**config.mk**
```make
export PLATFORM = sky130hd
export DESIGN_NAME = step_atten_ctrl
export DESIGN_NICKNAME = d
export VERILOG_FILES = /design/src/rtl/sac_pkg.sv /design/src/rtl/sac_sync.sv /design/src/rtl/sac_shift.sv /design/src/rtl/sac_word.sv /design/src/rtl/step_atten_ctrl.sv
export SDC_FILE = /design/constraint.sdc
export NUM_CORES = 1
export LEC_CHECK = 0
export BUFFER_PORTS_ARGS = -buffer_cell sky130_fd_sc_hd__buf_2
export CORE_ASPECT_RATIO = 1.5
export CORE_MARGIN = 2
export CORE_UTILIZATION = 56
export CTS_CLUSTER_DIAMETER = 120
export DETAILED_ROUTE_END_ITERATION = 8
export MAX_ROUTING_LAYER = met4
export PLACE_DENSITY_LB_ADDON = 0.25
export SYNTH_ARGS = -nofsm -noshare
export SYNTH_HDL_FRONTEND = slang
export SYNTH_HIERARCHICAL = 1
export SYNTH_SLANG_ARGS = --single-unit
```
**constraint.sdc**
```tcl
create_clock -name clk_i -period 1.9 [get_ports clk_i]
set_input_delay 0.285 -clock clk_i [delete_from_list [all_inputs] [get_ports clk_i]]
set_output_delay 0.285 -clock clk_i [all_outputs]
set_load 0.01 [all_outputs]
```
**src/rtl/sac_pkg.sv**
```systemverilog
package sac_pkg;

  // Source chosen for the word on the start-up cycle
  typedef enum logic [1:0] {
    BOOT_FROM_PINS   = 2'd0,
    BOOT_FROM_PRESET = 2'd1
  } boot_src_e;

  // Preset start-up word: sel[1] picks the second-highest bit, sel[0] the
  // highest bit, both together give all ones.
  function automatic logic [31:0] preset_code(input logic [1:0] sel,
                                              input int unsigned width);
    logic [31:0] ones;
    ones = (32'd1 << width) - 32'd1;
    case (sel)
      2'b00:   preset_code = 32'd0;
      2'b10:   preset_code = 32'd1 << (width - 2);
      2'b01:   preset_code = 32'd1 << (width - 1);
      default: preset_code = ones;
    endcase
  endfunction

endpackage

```
**src/rtl/sac_sync.sv**
```systemverilog
module sac_sync #(
  parameter int unsigned WIDTH  = 1,
  parameter int unsigned STAGES = 2
) (
  input  logic             clk_i,
  input  logic             rst_ni,
  input  logic [WIDTH-1:0] d_i,
  output logic [WIDTH-1:0] q_o
);
  logic [WIDTH-1:0] chain_q [STAGES];

  always_ff @(posedge clk_i or negedge rst_ni) begin
    if (!rst_ni) chain_q[0] <= '0;
    else         chain_q[0] <= d_i;
  end

  for (genvar s = 1; s < STAGES; s++) begin : g_stage
    always_ff @(posedge clk_i or negedge rst_ni) begin
      if (!rst_ni) chain_q[s] <= '0;
      else         chain_q[s] <= chain_q[s-1];
    end
  end

  assign q_o = chain_q[STAGES-1];
endmodule

```
**src/rtl/sac_shift.sv**
```systemverilog
module sac_shift #(
  parameter int unsigned WORD_W = 6
) (
  input  logic              clk_i,
  input  logic              rst_ni,
  input  logic              enable_i,
  input  logic              sclk_s_i,
  input  logic              sdata_s_i,
  output logic              sclk_rise_o,
  output logic [WORD_W-1:0] shreg_o
);
  logic              sclk_d_q;
  logic [WORD_W-1:0] shreg_q;

  assign sclk_rise_o = enable_i && sclk_s_i && !sclk_d_q;

  always_ff @(posedge clk_i or negedge rst_ni) begin
    if (!rst_ni) begin
      sclk_d_q <= 1'b0;
      shreg_q  <= '0;
    end else begin
      sclk_d_q <= sclk_s_i;
      if (sclk_rise_o) shreg_q <= {shreg_q[WORD_W-2:0], sdata_s_i};
    end
  end

  assign shreg_o = shreg_q;

  // a detected edge moves the register up one place and inserts the data bit
  p_shift_in_r2: assert property (@(posedge clk_i) disable iff (!rst_ni)
    sclk_rise_o |=> (shreg_q == {$past(shreg_q[WORD_W-2:0]), $past(sdata_s_i)}));

  // without a shift-clock edge the register keeps its contents
  p_no_edge_hold_r3: assert property (@(posedge clk_i) disable iff (!rst_ni)
    !sclk_rise_o |=> $stable(shreg_q));
endmodule

```
**src/rtl/sac_word.sv**
```systemverilog
module sac_word
  import sac_pkg::*;
#(
  parameter int unsigned WORD_W      = 6,
  parameter int unsigned SYNC_STAGES = 2
) (
  input  logic              clk_i,
  input  logic              rst_ni,
  input  logic              mode_s_i,
  input  logic              strobe_s_i,
  input  logic [WORD_W-1:0] par_s_i,
  input  logic [1:0]        preset_s_i,
  input  logic [WORD_W-1:0] shreg_i,
  output logic              booted_o,
  output logic [WORD_W-1:0] word_o
);
  localparam int unsigned CNT_W = $clog2(SYNC_STAGES + 1);
  localparam logic [CNT_W-1:0] BOOT_AT = CNT_W'(SYNC_STAGES);

  logic [CNT_W-1:0]  cnt_q;
  logic              booted_q, strobe_d_q, strobe_seen_q;
  logic [WORD_W-1:0] word_q, word_d;
  logic              boot_fire, strobe_rise, serial_open, direct_open;
  boot_src_e         boot_src;

  assign boot_fire   = !booted_q && (cnt_q == BOOT_AT);
  assign strobe_rise = booted_q && strobe_s_i && !strobe_d_q;
  assign boot_src    = (!mode_s_i && !strobe_s_i) ? BOOT_FROM_PRESET : BOOT_FROM_PINS;
  assign serial_open = booted_q && mode_s_i && strobe_s_i && (strobe_seen_q || strobe_rise);
  assign direct_open = booted_q && !mode_s_i && strobe_s_i;

  always_comb begin
    word_d = word_q;
    if (boot_fire) begin
      if (boot_src == BOOT_FROM_PRESET) word_d = WORD_W'(preset_code(preset_s_i, WORD_W));
      else                              word_d = par_s_i;
    end else if (direct_open) begin
      word_d = par_s_i;
    end else if (serial_open) begin
      word_d = shreg_i;
    end
  end

  always_ff @(posedge clk_i or negedge rst_ni) begin
    if (!rst_ni) begin
      cnt_q         <= '0;
      booted_q      <= 1'b0;
      strobe_d_q    <= 1'b0;
      strobe_seen_q <= 1'b0;
      word_q        <= '0;
    end else begin
      if (!booted_q && (cnt_q != BOOT_AT)) cnt_q <= cnt_q + 1'b1;
      booted_q   <= booted_q | boot_fire;
      strobe_d_q <= strobe_s_i;
      if (!mode_s_i)        strobe_seen_q <= 1'b0;
      else if (strobe_rise) strobe_seen_q <= 1'b1;
      word_q <= word_d;
    end
  end

  assign booted_o = booted_q;
  assign word_o   = word_q;

  // with the strobe low the word is frozen after start-up
  p_hold_strobe_low_r5: assert property (@(posedge clk_i) disable iff (!rst_ni)
    (booted_q && !strobe_s_i) |=> (word_q == $past(word_q)));

  // direct parallel tracks the synchronized pins one edge later
  p_direct_follow_r6: assert property (@(posedge clk_i) disable iff (!rst_ni)
    (booted_q && !mode_s_i && strobe_s_i) |=> (word_q == $past(par_s_i)));

  // once opened, serial transparency copies the shift register
  p_serial_transp_r4: assert property (@(posedge clk_i) disable iff (!rst_ni)
    (booted_q && mode_s_i && strobe_s_i && strobe_seen_q) |=> (word_q == $past(shreg_i)));

  // serial start-up takes the parallel pins
  p_boot_serial_r7: assert property (@(posedge clk_i) disable iff (!rst_ni)
    (boot_fire && mode_s_i) |=> (word_q == $past(par_s_i)));

  // parallel start-up with strobe low never takes a non-preset value
  p_boot_preset_r8: assert property (@(posedge clk_i) disable iff (!rst_ni)
    (boot_fire && !mode_s_i && !strobe_s_i) |=>
      ($countones(word_q) <= 1 || word_q == '1));

  // start-up happens once and stays done
  p_boot_once_r10: assert property (@(posedge clk_i) disable iff (!rst_ni)
    booted_q |=> (booted_q && !boot_fire));
endmodule

```
**src/rtl/step_atten_ctrl.sv**
```systemverilog
module step_atten_ctrl #(
  parameter int unsigned WORD_W      = 6,
  parameter int unsigned SYNC_STAGES = 2
) (
  input  logic              clk_i,
  input  logic              rst_ni,
  input  logic              serial_mode_i,
  input  logic              sclk_i,
  input  logic              sdata_i,
  input  logic              strobe_i,
  input  logic [WORD_W-1:0] par_i,
  input  logic [1:0]        preset_i,
  output logic [WORD_W-1:0] atten_o
);
  localparam int unsigned BUS_W = WORD_W + 6;

  logic [BUS_W-1:0]  raw_bus, sync_bus;
  logic              mode_s, sclk_s, sdata_s, strobe_s;
  logic [WORD_W-1:0] par_s, shreg;
  logic [1:0]        preset_s;
  logic              sclk_rise, booted;

  assign raw_bus = {preset_i, par_i, strobe_i, sdata_i, sclk_i, serial_mode_i};

  sac_sync #(.WIDTH(BUS_W), .STAGES(SYNC_STAGES)) u_sync (
    .clk_i (clk_i),
    .rst_ni(rst_ni),
    .d_i   (raw_bus),
    .q_o   (sync_bus)
  );

  assign mode_s   = sync_bus[0];
  assign sclk_s   = sync_bus[1];
  assign sdata_s  = sync_bus[2];
  assign strobe_s = sync_bus[3];
  assign par_s    = sync_bus[4 +: WORD_W];
  assign preset_s = sync_bus[BUS_W-1 -: 2];

  sac_shift #(.WORD_W(WORD_W)) u_shift (
    .clk_i      (clk_i),
    .rst_ni     (rst_ni),
    .enable_i   (booted),
    .sclk_s_i   (sclk_s),
    .sdata_s_i  (sdata_s),
    .sclk_rise_o(sclk_rise),
    .shreg_o    (shreg)
  );

  sac_word #(.WORD_W(WORD_W), .SYNC_STAGES(SYNC_STAGES)) u_word (
    .clk_i     (clk_i),
    .rst_ni    (rst_ni),
    .mode_s_i  (mode_s),
    .strobe_s_i(strobe_s),
    .par_s_i   (par_s),
    .preset_s_i(preset_s),
    .shreg_i   (shreg),
    .booted_o  (booted),
    .word_o    (atten_o)
  );

  // shifting is only possible after start-up
  p_shift_after_boot_r2: assert property (@(posedge clk_i) disable iff (!rst_ni)
    sclk_rise |-> booted);

  // in serial mode with strobe low the word ignores every pin
  p_serial_ignores_pins_r1: assert property (@(posedge clk_i) disable iff (!rst_ni)
    (booted && mode_s && !strobe_s) |=> $stable(atten_o));
endmodule

```
==> impl_metrics.prom <==
# TYPE chip_impl_metric gauge
chip_impl_info{name="timing.critical_path.to_type",value="register"} 1
chip_impl_metric{name="final_hold_viol_count",unit=""} 0
chip_impl_metric{name="global_route.overflow_total",unit=""} 0
chip_impl_metric{name="dpl_worst_slack",unit="ns"} 0.323
chip_impl_info{name="critical_path_class",value="reg -> reg"} 1
chip_impl_metric{name="drt_iter0_drc",unit=""} 30
chip_impl_metric{name="numPortBuffers",unit=""} 19
chip_impl_metric{name="finalMaxSlewViolations",unit=""} 0
chip_impl_metric{name="final_nets",unit=""} 145
chip_impl_metric{name="gpl.final_weighted_congestion",unit=""} 0.880
chip_impl_metric{name="cts_buffers",unit=""} 5
chip_impl_metric{name="fin_tns_setup",unit="ns"} 0
chip_impl_metric{name="ant_nets",unit=""} 0
chip_impl_info{name="grt_setup_unrepaired",value="no"} 1
chip_impl_metric{name="worst_skew_pair.late_latency",unit="ns"} 0.28
chip_impl_metric{name="setup_violations",unit=""} 0
chip_impl_metric{name="share_of_final_layout_standard_cells_stronger_than_drive_strength_1",unit=""} 0.346
chip_impl_metric{name="clock_tree.htree_level_count",unit=""} 2
chip_impl_metric{name="cts_hold_buffers",unit=""} 0
chip_impl_info{name="final_common_cell",value="sky130_fd_sc_hd__dfrtp_1"} 1
chip_impl_metric{name="final.setup_skew",unit="ns"} 0.00812
chip_impl_metric{name="n_fill_cell",unit=""} 237
chip_impl_info{name="worstHoldPathType",value="in -> async"} 1
chip_impl_metric{name="route.vias.total",unit=""} 925
chip_impl_metric{name="cp.arrival",unit="ns"} 1.77
chip_impl_metric{name="final_period_minus_worst_setup_slack",unit="ns"} 1.59
chip_impl_metric{name="cp_data_required_time",unit="ns"} 2.08
chip_impl_info{name="start_kind",value="register"} 1
chip_impl_metric{name="routedWlPerCell",unit="um"} 15.0
chip_impl_metric{name="synth_area",unit="sq mm"} 0.00171
chip_impl_metric{name="grt_start_max_net_pins",unit=""} 43
chip_impl_info{name="tritoncts",value="done"} 1
chip_impl_metric{name="synthCells",unit=""} 121
chip_impl_metric{name="postSynthNetCount",unit=""} 136
chip_impl_metric{name="cts.repair.resized",unit=""} 0
chip_impl_metric{name="die_w",unit="um"} 49.1
chip_impl_metric{name="vias_per_std_cell",unit=""} 5.47
chip_impl_metric{name="antenna_violations_before_repair",unit=""} 0
chip_impl_info{name="outcome",value="finished, final reports clean"} 1
chip_impl_metric{name="max_slew_headroom",unit=""} 0.665
chip_impl_metric{name="power-per-cell-area",unit="mW/mm^2"} 1100
chip_impl_metric{name="floorplan.rows",unit=""} 24
chip_impl_metric{name="core_ar",unit="sq mm"} 0.00291
chip_impl_metric{name="layout_worst_path_cycle_share",unit=""} 0.837
chip_impl_metric{name="worstMarginPinSlew",unit="ns"} 0.502
chip_impl_metric{name="total_leakage_power",unit="nW"} 0.851
chip_impl_metric{name="dpl.hpwl",unit="um"} 1830
chip_impl_metric{name="yosysWarningCount",unit=""} 6
chip_impl_metric{name="flow.area_growth_from_synthesis",unit="%"} 7.75
chip_impl_metric{name="worst-path-max-fanout",unit=""} 13
chip_impl_metric{name="die_height",unit="um"} 71.7
chip_impl_metric{name="syn_area_per_cell",unit="sq um"} 14.1
chip_impl_metric{name="rrSetupSlack",unit="ns"} 0.31
chip_impl_metric{name="cts_max_path_buffers",unit=""} 2
chip_impl_metric{name="track_usage",unit=""} 0.172
chip_impl_info{name="cts-root-buf",value="sky130_fd_sc_hd__clkbuf_8"} 1
chip_impl_metric{name="drt_pass1_iterations",unit=""} 4
chip_impl_info{name="final_cell_mix",value="sky130_fd_sc_hd__dfrtp_1, sky130_fd_sc_hd__buf_2, sky130_fd_sc_hd__a211oi_1"} 1
chip_impl_metric{name="fmax",unit="GHz"} 0.629
chip_impl_metric{name="drt_wl_total",unit="um"} 2540
chip_impl_metric{name="maxCapViolCount",unit=""} 0
chip_impl_metric{name="vdd.ir_drop.worst",unit="mV"} 0.698
chip_impl_metric{name="number_of_global_route_vias_before_repair",unit=""} 910
chip_impl_metric{name="clkTransAtPathRegs",unit="ns"} 0.08
chip_impl_metric{name="finalPower",unit="mW"} 2.03
chip_impl_metric{name="postCtsSetupBuffers",unit=""} 0
chip_impl_metric{name="diodes",unit=""} 0
chip_impl_metric{name="grt_first_pass_wirelength",unit="um"} 4280
chip_impl_metric{name="drc",unit=""} 0
chip_impl_metric{name="cts_sinks",unit=""} 42
chip_impl_metric{name="floorplan.initialDensity",unit=""} 0.587
chip_impl_metric{name="setup_slack",unit="ns"} 0.310
chip_impl_metric{name="dieArea",unit="sq mm"} 0.00352
chip_impl_metric{name="num_io_pins",unit=""} 20
routing by layer:
layer	vias to the layer above	global-route usage	part of all wire	wire, um
li1	442	-	-	-
met1	446	0.188	0.40	1030
met2	32	0.299	0.53	1350
met3	5	0.0375	0.048	123
met4	0	0.0762	0.017	42
met5	-	-	0	0
worst paths after layout:
| kind | from | to | cells after the start |
|---|---|---|---|
| min in group clk_i | par_i[5] | u_sync/chain_q[21] | 1 |
| setup / recovery | u_word/cnt_q[0] | u_word/word_o[2] | 5 |
| setup reg to reg | u_word/cnt_q[0] | u_word/word_o[2] | 5 |
| max in group asynchronous | rst_ni | u_sync/q_o[2] | 2 |
| hold / removal | rst_ni | u_word/word_o[1] | 2 |
| hold reg to reg | u_sync/chain_q[20] | u_sync/q_o[8] | 0 |
where the power goes:
part           switching [mW]  internal (mW)
Combinational           0.113          0.135
Clock                   0.275          0.420
Sequential             0.0827           1.00
per-stage QoR:
step,std cells,instance area (sq um),hold slack (ns),utilization
6_report,169,1840,0.0473,0.633
5_1_grt,169,1840,0.0930,0.633
4_1_cts,169,1840,0.0554,0.633
3_5_place_dp,162,1730,0.335,0.594
3_3_place_gp,162,1730,0.332,0.594
2_1_floorplan,121,1710,-0.0106,-
layout make-up:
type | count | area, sq um | share of cell area
sequential | 42 | 1050 | 0.570
multi-input combinational | 59 | 520 | 0.282
timing repair buffer | 20 | 103 | 0.0557
clock buffer | 6 | 82.6 | 0.0448
tap | 39 | 48.8 | 0.0265
clock inverter | 1 | 30.0 | 0.0163
inverter | 2 | 7.51 | 0.00407
critical path, stage by stage, from the launching register on:
cell	delay, ns
sky130_fd_sc_hd__dfrtp_1	0.39
sky130_fd_sc_hd__inv_1	0.06
sky130_fd_sc_hd__ha_1	0.15
sky130_fd_sc_hd__nand2b_1	0.28
sky130_fd_sc_hd__o21a_4	0.28
sky130_fd_sc_hd__o41ai_2	0.34
registers in the layout, summed over array words and instances, names as in the netlist:
signal / cells
u_word/word_o: 6
u_word/strobe_d_q: 1
u_shift/shreg_o: 6
u_word/cnt_q: 2
u_sync/q_o: 12
u_shift/sclk_d_q: 1
u_word/booted_o: 1
u_word/strobe_seen_q: 1
u_sync/chain_q: 12
(Power assumes the default switching activity.)
